`src/rtl/rtc_ser_pkg.sv`:
```
package rtc_ser_pkg;
   localparam int CMD_W  = 8;
   localparam int DATA_W = 8;
   localparam int PH_END = CMD_W + DATA_W;
   localparam int PH_W   = $clog2(PH_END + 1);
   localparam int IDX_W  = $clog2(DATA_W);

   typedef logic [DATA_W-1:0] byte_t;
   typedef logic [CMD_W-1:0]  cmd_t;

   typedef struct packed {
      byte_t secs;
      byte_t mins;
      byte_t hours;
      byte_t mday;
      byte_t month;
      byte_t year;
   } bcd_time_t;

   typedef enum logic [2:0] {
      SRC_NONE,
      SRC_RAM,
      SRC_STAT,
      SRC_CTRL,
      SRC_TIME
   } rd_src_e;

   // power-up image of the battery RAM
   function automatic byte_t seed_byte(input int idx);
      return byte_t'(idx * 29 + 7);
   endfunction
endpackage

```
`src/rtl/rtc_ser_sync.sv`:
```
module rtc_ser_sync #(
   parameter int STAGES = 2
) (
   input  logic clk,
   input  logic rst_n,
   input  logic en_i,
   input  logic sck_i,
   input  logic dat_i,
   output logic en_s,
   output logic dat_s,
   output logic fall_o
);
   localparam int W = 3;

   logic [W*STAGES-1:0] chain_q;
   logic                sck_s;
   logic                sck_d;

   generate
      if (STAGES == 1) begin : g_one
         always_ff @(posedge clk or negedge rst_n) begin
            if (!rst_n) chain_q <= '0;
            else        chain_q <= {en_i, sck_i, dat_i};
         end
      end else begin : g_many
         always_ff @(posedge clk or negedge rst_n) begin
            if (!rst_n) chain_q <= '0;
            else        chain_q <= {chain_q[W*(STAGES-1)-1:0], en_i, sck_i, dat_i};
         end
      end
   endgenerate

   assign {en_s, sck_s, dat_s} = chain_q[W*STAGES-1 -: W];

   always_ff @(posedge clk or negedge rst_n) begin
      if (!rst_n) sck_d <= 1'b0;
      else        sck_d <= sck_s;
   end

   assign fall_o = en_s & sck_d & ~sck_s;
endmodule

```
`src/rtl/rtc_ser_shift.sv`:
```
module rtc_ser_shift
   import rtc_ser_pkg::*;
(
   input  logic             clk,
   input  logic             rst_n,
   input  logic             en_s,
   input  logic             fall,
   input  logic             dat_s,
   output logic [PH_W-1:0]  phase_o,
   output cmd_t             cmd_o,
   output logic             data_slot_o,
   output logic             last_slot_o,
   output logic [IDX_W-1:0] bit_idx_o,
   output byte_t            val_full_o
);
   localparam logic [PH_W-1:0]  CMD_V  = PH_W'(CMD_W);
   localparam logic [PH_W-1:0]  END_V  = PH_W'(PH_END);
   localparam logic [PH_W-1:0]  LAST_V = PH_W'(PH_END - 1);
   localparam logic [IDX_W-1:0] TOP_I  = IDX_W'(DATA_W - 1);

   logic [PH_W-1:0]   phase_q;
   cmd_t              cmd_q;
   logic [DATA_W-2:0] val_q;
   logic              take;

   assign take = fall && (phase_q < END_V);

   always_ff @(posedge clk or negedge rst_n) begin
      if (!rst_n) begin
         phase_q <= '0;
         cmd_q   <= '0;
         val_q   <= '0;
      end else if (!en_s) begin
         phase_q <= '0;
         cmd_q   <= '0;
         val_q   <= '0;
      end else if (take) begin
         if (phase_q < CMD_V) cmd_q <= {cmd_q[CMD_W-2:0], dat_s};
         else                 val_q <= {val_q[DATA_W-3:0], dat_s};
         phase_q <= phase_q + 1'b1;
      end
   end

   assign phase_o     = phase_q;
   assign cmd_o       = cmd_q;
   assign data_slot_o = take && (phase_q >= CMD_V);
   assign last_slot_o = take && (phase_q == LAST_V);
   assign bit_idx_o   = TOP_I - phase_q[IDX_W-1:0];
   assign val_full_o  = {val_q, dat_s};
endmodule

```
`src/rtl/rtc_ser_regs.sv`:
```
module rtc_ser_regs
   import rtc_ser_pkg::*;
#(
   parameter int    RAM_DEPTH   = 32,
   parameter byte_t STATUS_INIT = 8'h90,
   parameter byte_t CTRL_INIT   = 8'h00,
   parameter byte_t FLAG_MASK   = 8'h18,
   parameter cmd_t  WR_BASE     = 8'h80,
   parameter cmd_t  TIME_BASE   = 8'h20,
   parameter cmd_t  STAT_CMD    = 8'h30,
   parameter cmd_t  CTRL_CMD    = 8'h31,
   parameter cmd_t  CLR_CMD     = 8'hB1,
   parameter int    CLR_BIT     = 2
) (
   input  logic             clk,
   input  logic             rst_n,
   input  cmd_t             cmd,
   input  logic             data_slot,
   input  logic             last_slot,
   input  logic [IDX_W-1:0] bit_idx,
   input  byte_t            val_full,
   input  bcd_time_t        tm,
   output logic             dat_o,
   output logic             clr_o,
   output byte_t            status_o
);
   localparam int   AW     = $clog2(RAM_DEPTH);
   localparam cmd_t DEPTH_C = cmd_t'(RAM_DEPTH);
   localparam cmd_t WR_END  = WR_BASE + DEPTH_C;

   byte_t   ram_q [RAM_DEPTH];
   byte_t   status_q;
   rd_src_e src;
   byte_t   time_byte;
   byte_t   sel_byte;
   logic    wr_hit;
   logic    clr_hit;

   always_comb begin
      if (cmd < DEPTH_C)                        src = SRC_RAM;
      else if (cmd[7:4] == TIME_BASE[7:4])      src = SRC_TIME;
      else if (cmd == STAT_CMD)                 src = SRC_STAT;
      else if (cmd == CTRL_CMD)                 src = SRC_CTRL;
      else                                      src = SRC_NONE;
   end

   // index order inside the time window is decoded by host software
   always_comb begin
      unique case (cmd[3:0])
         4'h0:    time_byte = tm.secs;
         4'h1:    time_byte = tm.mins;
         4'h2:    time_byte = tm.hours;
         4'h4:    time_byte = tm.mday;
         4'h5:    time_byte = tm.month;
         4'h6:    time_byte = tm.year;
         default: time_byte = '0;
      endcase
   end

   always_comb begin
      unique case (src)
         SRC_RAM:  sel_byte = ram_q[cmd[AW-1:0]];
         SRC_TIME: sel_byte = time_byte;
         SRC_STAT: sel_byte = status_q;
         SRC_CTRL: sel_byte = CTRL_INIT;
         default:  sel_byte = '0;
      endcase
   end

   assign wr_hit  = last_slot && (cmd >= WR_BASE) && (cmd < WR_END);
   assign clr_hit = last_slot && (cmd == CLR_CMD) && val_full[CLR_BIT];

   always_ff @(posedge clk or negedge rst_n) begin
      if (!rst_n) begin
         dat_o <= 1'b0;
      end else if (data_slot && (src != SRC_NONE)) begin
         dat_o <= sel_byte[bit_idx];
      end
   end

   always_ff @(posedge clk or negedge rst_n) begin
      if (!rst_n) begin
         status_q <= STATUS_INIT;
         clr_o    <= 1'b0;
      end else begin
         clr_o <= clr_hit;
         if (clr_hit) status_q <= status_q & ~FLAG_MASK;
      end
   end

   always_ff @(posedge clk or negedge rst_n) begin
      if (!rst_n) begin
         for (int i = 0; i < RAM_DEPTH; i++) ram_q[i] <= seed_byte(i);
      end else if (wr_hit) begin
         ram_q[cmd[AW-1:0]] <= val_full;
      end
   end

   assign status_o = status_q;
endmodule

```
`src/rtl/rtc_ser_slave.sv`:
```
module rtc_ser_slave
   import rtc_ser_pkg::*;
#(
   parameter int    RAM_DEPTH   = 32,
   parameter int    SYNC_STAGES = 2,
   parameter byte_t STATUS_INIT = 8'h90,
   parameter byte_t CTRL_INIT   = 8'h00,
   parameter byte_t FLAG_MASK   = 8'h18,
   parameter cmd_t  WR_BASE     = 8'h80,
   parameter cmd_t  CLR_CMD     = 8'hB1,
   parameter int    CLR_BIT     = 2
) (
   input  logic       clk,
   input  logic       rst_n,
   input  logic       ser_en_i,
   input  logic       ser_clk_i,
   input  logic       ser_dat_i,
   input  logic [7:0] tm_sec_i,
   input  logic [7:0] tm_min_i,
   input  logic [7:0] tm_hour_i,
   input  logic [7:0] tm_mday_i,
   input  logic [7:0] tm_mon_i,
   input  logic [7:0] tm_year_i,
   output logic       ser_dat_o,
   output logic       irq_clr_o
);
   generate
      if (SYNC_STAGES < 1) begin : g_bad_sync
         $error("SYNC_STAGES must be at least 1");
      end
      if (RAM_DEPTH < 2 || RAM_DEPTH > 32 || (RAM_DEPTH & (RAM_DEPTH - 1)) != 0) begin : g_bad_depth
         $error("RAM_DEPTH must be a power of two from 2 to 32");
      end
      if ((int'(WR_BASE) % RAM_DEPTH) != 0 || int'(WR_BASE) < 8'h40) begin : g_bad_base
         $error("WR_BASE must be aligned to RAM_DEPTH and above the read windows");
      end
      if (CLR_BIT < 0 || CLR_BIT >= DATA_W) begin : g_bad_bit
         $error("CLR_BIT outside the data byte");
      end
      if ((CMD_W % DATA_W) != 0) begin : g_bad_width
         $error("CMD_W must be a multiple of DATA_W");
      end
   endgenerate

   logic             en_s;
   logic             dat_s;
   logic             fall;
   logic [PH_W-1:0]  phase;
   cmd_t             cmd;
   logic             data_slot;
   logic             last_slot;
   logic [IDX_W-1:0] bit_idx;
   byte_t            val_full;
   byte_t            status_w;
   bcd_time_t        tm;

   assign tm = '{secs: tm_sec_i, mins: tm_min_i, hours: tm_hour_i,
                 mday: tm_mday_i, month: tm_mon_i, year: tm_year_i};

   rtc_ser_sync #(.STAGES(SYNC_STAGES)) u_sync (
      .clk    (clk),
      .rst_n  (rst_n),
      .en_i   (ser_en_i),
      .sck_i  (ser_clk_i),
      .dat_i  (ser_dat_i),
      .en_s   (en_s),
      .dat_s  (dat_s),
      .fall_o (fall)
   );

   rtc_ser_shift u_shift (
      .clk         (clk),
      .rst_n       (rst_n),
      .en_s        (en_s),
      .fall        (fall),
      .dat_s       (dat_s),
      .phase_o     (phase),
      .cmd_o       (cmd),
      .data_slot_o (data_slot),
      .last_slot_o (last_slot),
      .bit_idx_o   (bit_idx),
      .val_full_o  (val_full)
   );

   rtc_ser_regs #(
      .RAM_DEPTH   (RAM_DEPTH),
      .STATUS_INIT (STATUS_INIT),
      .CTRL_INIT   (CTRL_INIT),
      .FLAG_MASK   (FLAG_MASK),
      .WR_BASE     (WR_BASE),
      .CLR_CMD     (CLR_CMD),
      .CLR_BIT     (CLR_BIT)
   ) u_regs (
      .clk       (clk),
      .rst_n     (rst_n),
      .cmd       (cmd),
      .data_slot (data_slot),
      .last_slot (last_slot),
      .bit_idx   (bit_idx),
      .val_full  (val_full),
      .tm        (tm),
      .dat_o     (ser_dat_o),
      .clr_o     (irq_clr_o),
      .status_o  (status_w)
   );
endmodule

```
`config.mk`:
```
export PLATFORM = sky130hd
export DESIGN_NAME = rtc_ser_slave
export DESIGN_NICKNAME = d
export VERILOG_FILES = /design/src/rtl/rtc_ser_pkg.sv /design/src/rtl/rtc_ser_sync.sv /design/src/rtl/rtc_ser_shift.sv /design/src/rtl/rtc_ser_regs.sv /design/src/rtl/rtc_ser_slave.sv
export SDC_FILE = /design/constraint.sdc
export NUM_CORES = 1
export LEC_CHECK = 0
export BUFFER_PORTS_ARGS = -buffer_cell sky130_fd_sc_hd__buf_2
export CELL_PAD_IN_SITES_DETAIL_PLACEMENT = 1
export CELL_PAD_IN_SITES_GLOBAL_PLACEMENT = 1
export CORE_UTILIZATION = 28
export DETAILED_ROUTE_END_ITERATION = 8
export PLACE_DENSITY_LB_ADDON = 0.2
export SYNTH_ARGS = -nofsm -noshare
export SYNTH_HDL_FRONTEND = slang
export SYNTH_SLANG_ARGS = --single-unit
```
`constraint.sdc`:
```
create_clock -name clk -period 3 [get_ports clk]
set_clock_uncertainty 0.05 [all_clocks]
set_input_delay 0.3 -clock clk [delete_from_list [all_inputs] [get_ports clk]]
set_output_delay 0.3 -clock clk [all_outputs]
set_load 0.1 [all_outputs]
```
==> flow_metrics.py <==
metrics = {
    "run_status": {
        "outcome": "finished clean",
    },
    "sta": {
        "finalWorstPathRequiredPeriod_ns": 2.80,
        "setup_viol": 0,
        "tightest_slew_ns": 0.913,
        "timing.fmax_mhz": 357,
        "max-slew-margin-rel_pct": 39.2,
        "rsz0062_at_grt": "false",
        "post-route-period-util_pct": 93.3,
        "slew_violations": 0,
        "fin_tns_setup_ns": 0,
        "hold_viol": 0,
    },
    "synth": {
        "yosys.area_share.xor_xnor_pct": 0.187,
        "ys_warn_count": 0,
        "synth_top_family_by_area": "multiplexers",
        "ys_seq_area_share_pct": 52.1,
        "ys.flop_type": "dfrtp_1",
        "ys_ff_latch": 286,
        "syn_avg_cell_area_sq_um": 14.7,
        "yosys.area_share.simple_pct": 5.85,
        "ys_top_cells_by_area": "dfrtp_1 (29%), dfstp_2 (24%), mux2_2 (21%)",
        "syn_area_sq_um": 14000,
        "netlist.area_leader.share_pct": 28.5,
        "synthesis.nets": 1011,
        "syn_inst": 955,
        "ys_async_sr_fraction_pct": 100,
        "yosys.area.top_type": "dfrtp_1",
        "ys_types": 64,
        "synth_edf_count": 0,
        "synth_common_cells": "mux2_2 (259), dfrtp_1 (160), dfstp_2 (126)",
        "synthAdderAreaFrac_pct": 0.267,
        "synth_most_common_cell": "mux2_2",
        "synthMuxAreaShare_pct": 33.8,
        "synth_compound_area_share_pct": 4.27,
    },
    "setup_path": {
        "crit_path_start_kind": "flip-flop",
        "max_stage_delay_ns": 0.52,
        "path_cells": "buf_4 > buf_4 > mux4_2 > mux4_2 > nor2_1 > o221ai_1 > a22oi_2 > o41ai_1",
        "r2r_cells": 8,
        "regToRegSetupSlack_ns": 0.20,
        "path_class": "reg -> reg",
        "path_max_fanout": 10,
        "worst_ep_arrival_time_ns": 3.12,
        "cp.required_ns": 3.32,
        "crit_path_top_delay_cell": "mux4_2",
        "cp-end-kind": "flip-flop",
    },
    "clock_network": {
        "cts-root-buf": "clkbuf_16",
        "htree_num_levels": 2,
        "path_clk_slew_ns": 0.06,
        "clockBufferDepth": 3,
        "worstSkewPairLatency_ns": 0.52,
        "cts_tree": "yes",
        "cts_buffers": 34,
        "clock_sinks": 286,
    },
    "worst_hold_path": {
        "hold_class": "in -> async",
    },
    "flow_run": {
        "drv_cap": 0,
    },
    "global_routing": {
        "track_usage_pct": 16.5,
        "gr-total-overflow": 0,
        "use_met1_pct": 23.1,
        "grt_most_used_layer": "met2",
        "grt_util_met3_pct": 2.62,
        "grt_pass1_vias": 9236,
        "gr-usage-met2_pct": 26.2,
        "grt_first_pass_wirelength_um": 62700,
        "antenna_found_initial": 0,
        "grt_max_degree": 64,
    },
    "drt": {
        "routedWlPerCell_um": 23.1,
        "detail_route.iter0.violations": 371,
        "drt-total-wl_um": 40500,
        "detail-route-antenna-nets": 0,
        "via_per_inst": 4.93,
        "drc": 0,
        "drt_first_pass_iters": 4,
        "vias": 8635,
    },
    "floorplanning": {
        "start_util_pct": 28.6,
        "die_w_um": 226,
        "dieArea_sq_um": 51000,
        "rows": 81,
        "pin_count": 55,
        "die_y_um": 226,
        "core_sq_um": 49200,
    },
    "power": {
        "finalPower_mw": 8.25,
        "power_density_nw_per_um2": 497,
        "peakVddDrop_uv": 299,
        "leakage_nw": 7.20,
    },
    "finish": {
        "synthToLayoutAreaGrowth_pct": 18.3,
        "layout.nets": 1119,
        "fin_util_pct": 33.8,
        "drive_above_1_share_pct": 59.0,
        "diodes": 0,
    },
    "placement": {
        "place_congestion": 0.810,
        "hpwl_um": 27400,
        "port_buffers": 54,
    },
}
[timing repair]
item	in CTS	in global routing
resized for setup	0	2
hold endpoints to repair	36	0
endpoints found under the setup margin	0	1
setup buffers	0	3
hold buffers	4	0
[through the flow]
step                hold slack [ns]  std cells  area (sq um)  setup WS, ns
floorplan                   -0.0456        955         14000         0.650
global placement              0.235       1684         15400        0.0898
detailed placement            0.238       1684         15400        0.0398
CTS                           0.279       1750         16600       0.00993
global route                  0.314       1753         16600        0.0592
finish                        0.269       1753         16600         0.200
[power breakdown]
group | total (mW) | internal, mW | switching, mW
sequential | 3.89 | 3.87 | 0.0144
clock | 4.12 | 2.50 | 1.62
combinational | 0.241 | 0.0936 | 0.148
total | 8.25 | 6.47 | 1.78
[layout by cell type (no fill, tap or decap), types with 18 or more instances in the layout]
cell type,instances
buf_2,53
buf_4,74
clkbuf_16,37
dfrtp_1,154
dfstp_2,126
mux2_2,259
mux2i_1,35
mux4_2,49
nand2_1,49
nand3_1,18
nor2b_1,21
[cell families after synthesis]
group	count (synthesis)
AO/OA/AOI/OAI	76
XOR/XNOR	3
adder cells (fa/ha/maj)	3
buffers and inverters	76
flip-flops	286
multiplexers	360
AND/OR/NAND/NOR	151
[critical path, delay by kind of cell (launching register included)]
| family | cells | cell delay [ns] |
|---|---|---|
| and+or+nand+nor | 1 | 0.19 |
| DFF | 1 | 0.48 |
| muxes | 2 | 1.03 |
| buffers and inverters | 2 | 0.44 |
| AOI/OAI and AO/OA | 3 | 0.45 |
[worst paths after layout]
path / endpoint / start
min: u_sync.chain_q[0] / rst_n
min reg2reg: u_sync.chain_q[3] / u_sync.chain_q[0]
min in group clk: u_sync.chain_q[3] / u_sync.chain_q[0]
max: u_regs.dat_o / u_shift.cmd_o[0]
max reg2reg: u_regs.dat_o / u_shift.cmd_o[0]
max in group asynchronous: u_regs.ram_q[51] / rst_n
[state kept, by name (all words and copies together), names as in the netlist]
name             flops
u_regs.ram_q       256
u_shift.cmd_o        8
u_shift.val_q        7
u_sync.chain_q       6
u_shift.phase_o      5
u_regs.clr_o         1
u_regs.dat_o         1
u_regs.status_o      1
u_sync.sck_d         1
[layout make-up]
cell class / count / area [sq um]
sequential: 286 / 7330
clock buffer: 58 / 1060
multi-input combinational: 593 / 6230
clock inverter: 4 / 51.3
tap: 664 / 831
fill: 5111 / 32600
timing repair buffer: 142 / 1080
inverter: 6 / 22.5
[routing by layer]
layer / vias up / wire (um)
met1: 4605 / 19000
met3: 59 / 1660
met2: 159 / 18800
li1: 3812 / -
met4: 0 / 994
met5: - / 0
No activity file was read; power rests on OpenSTA's default activity.
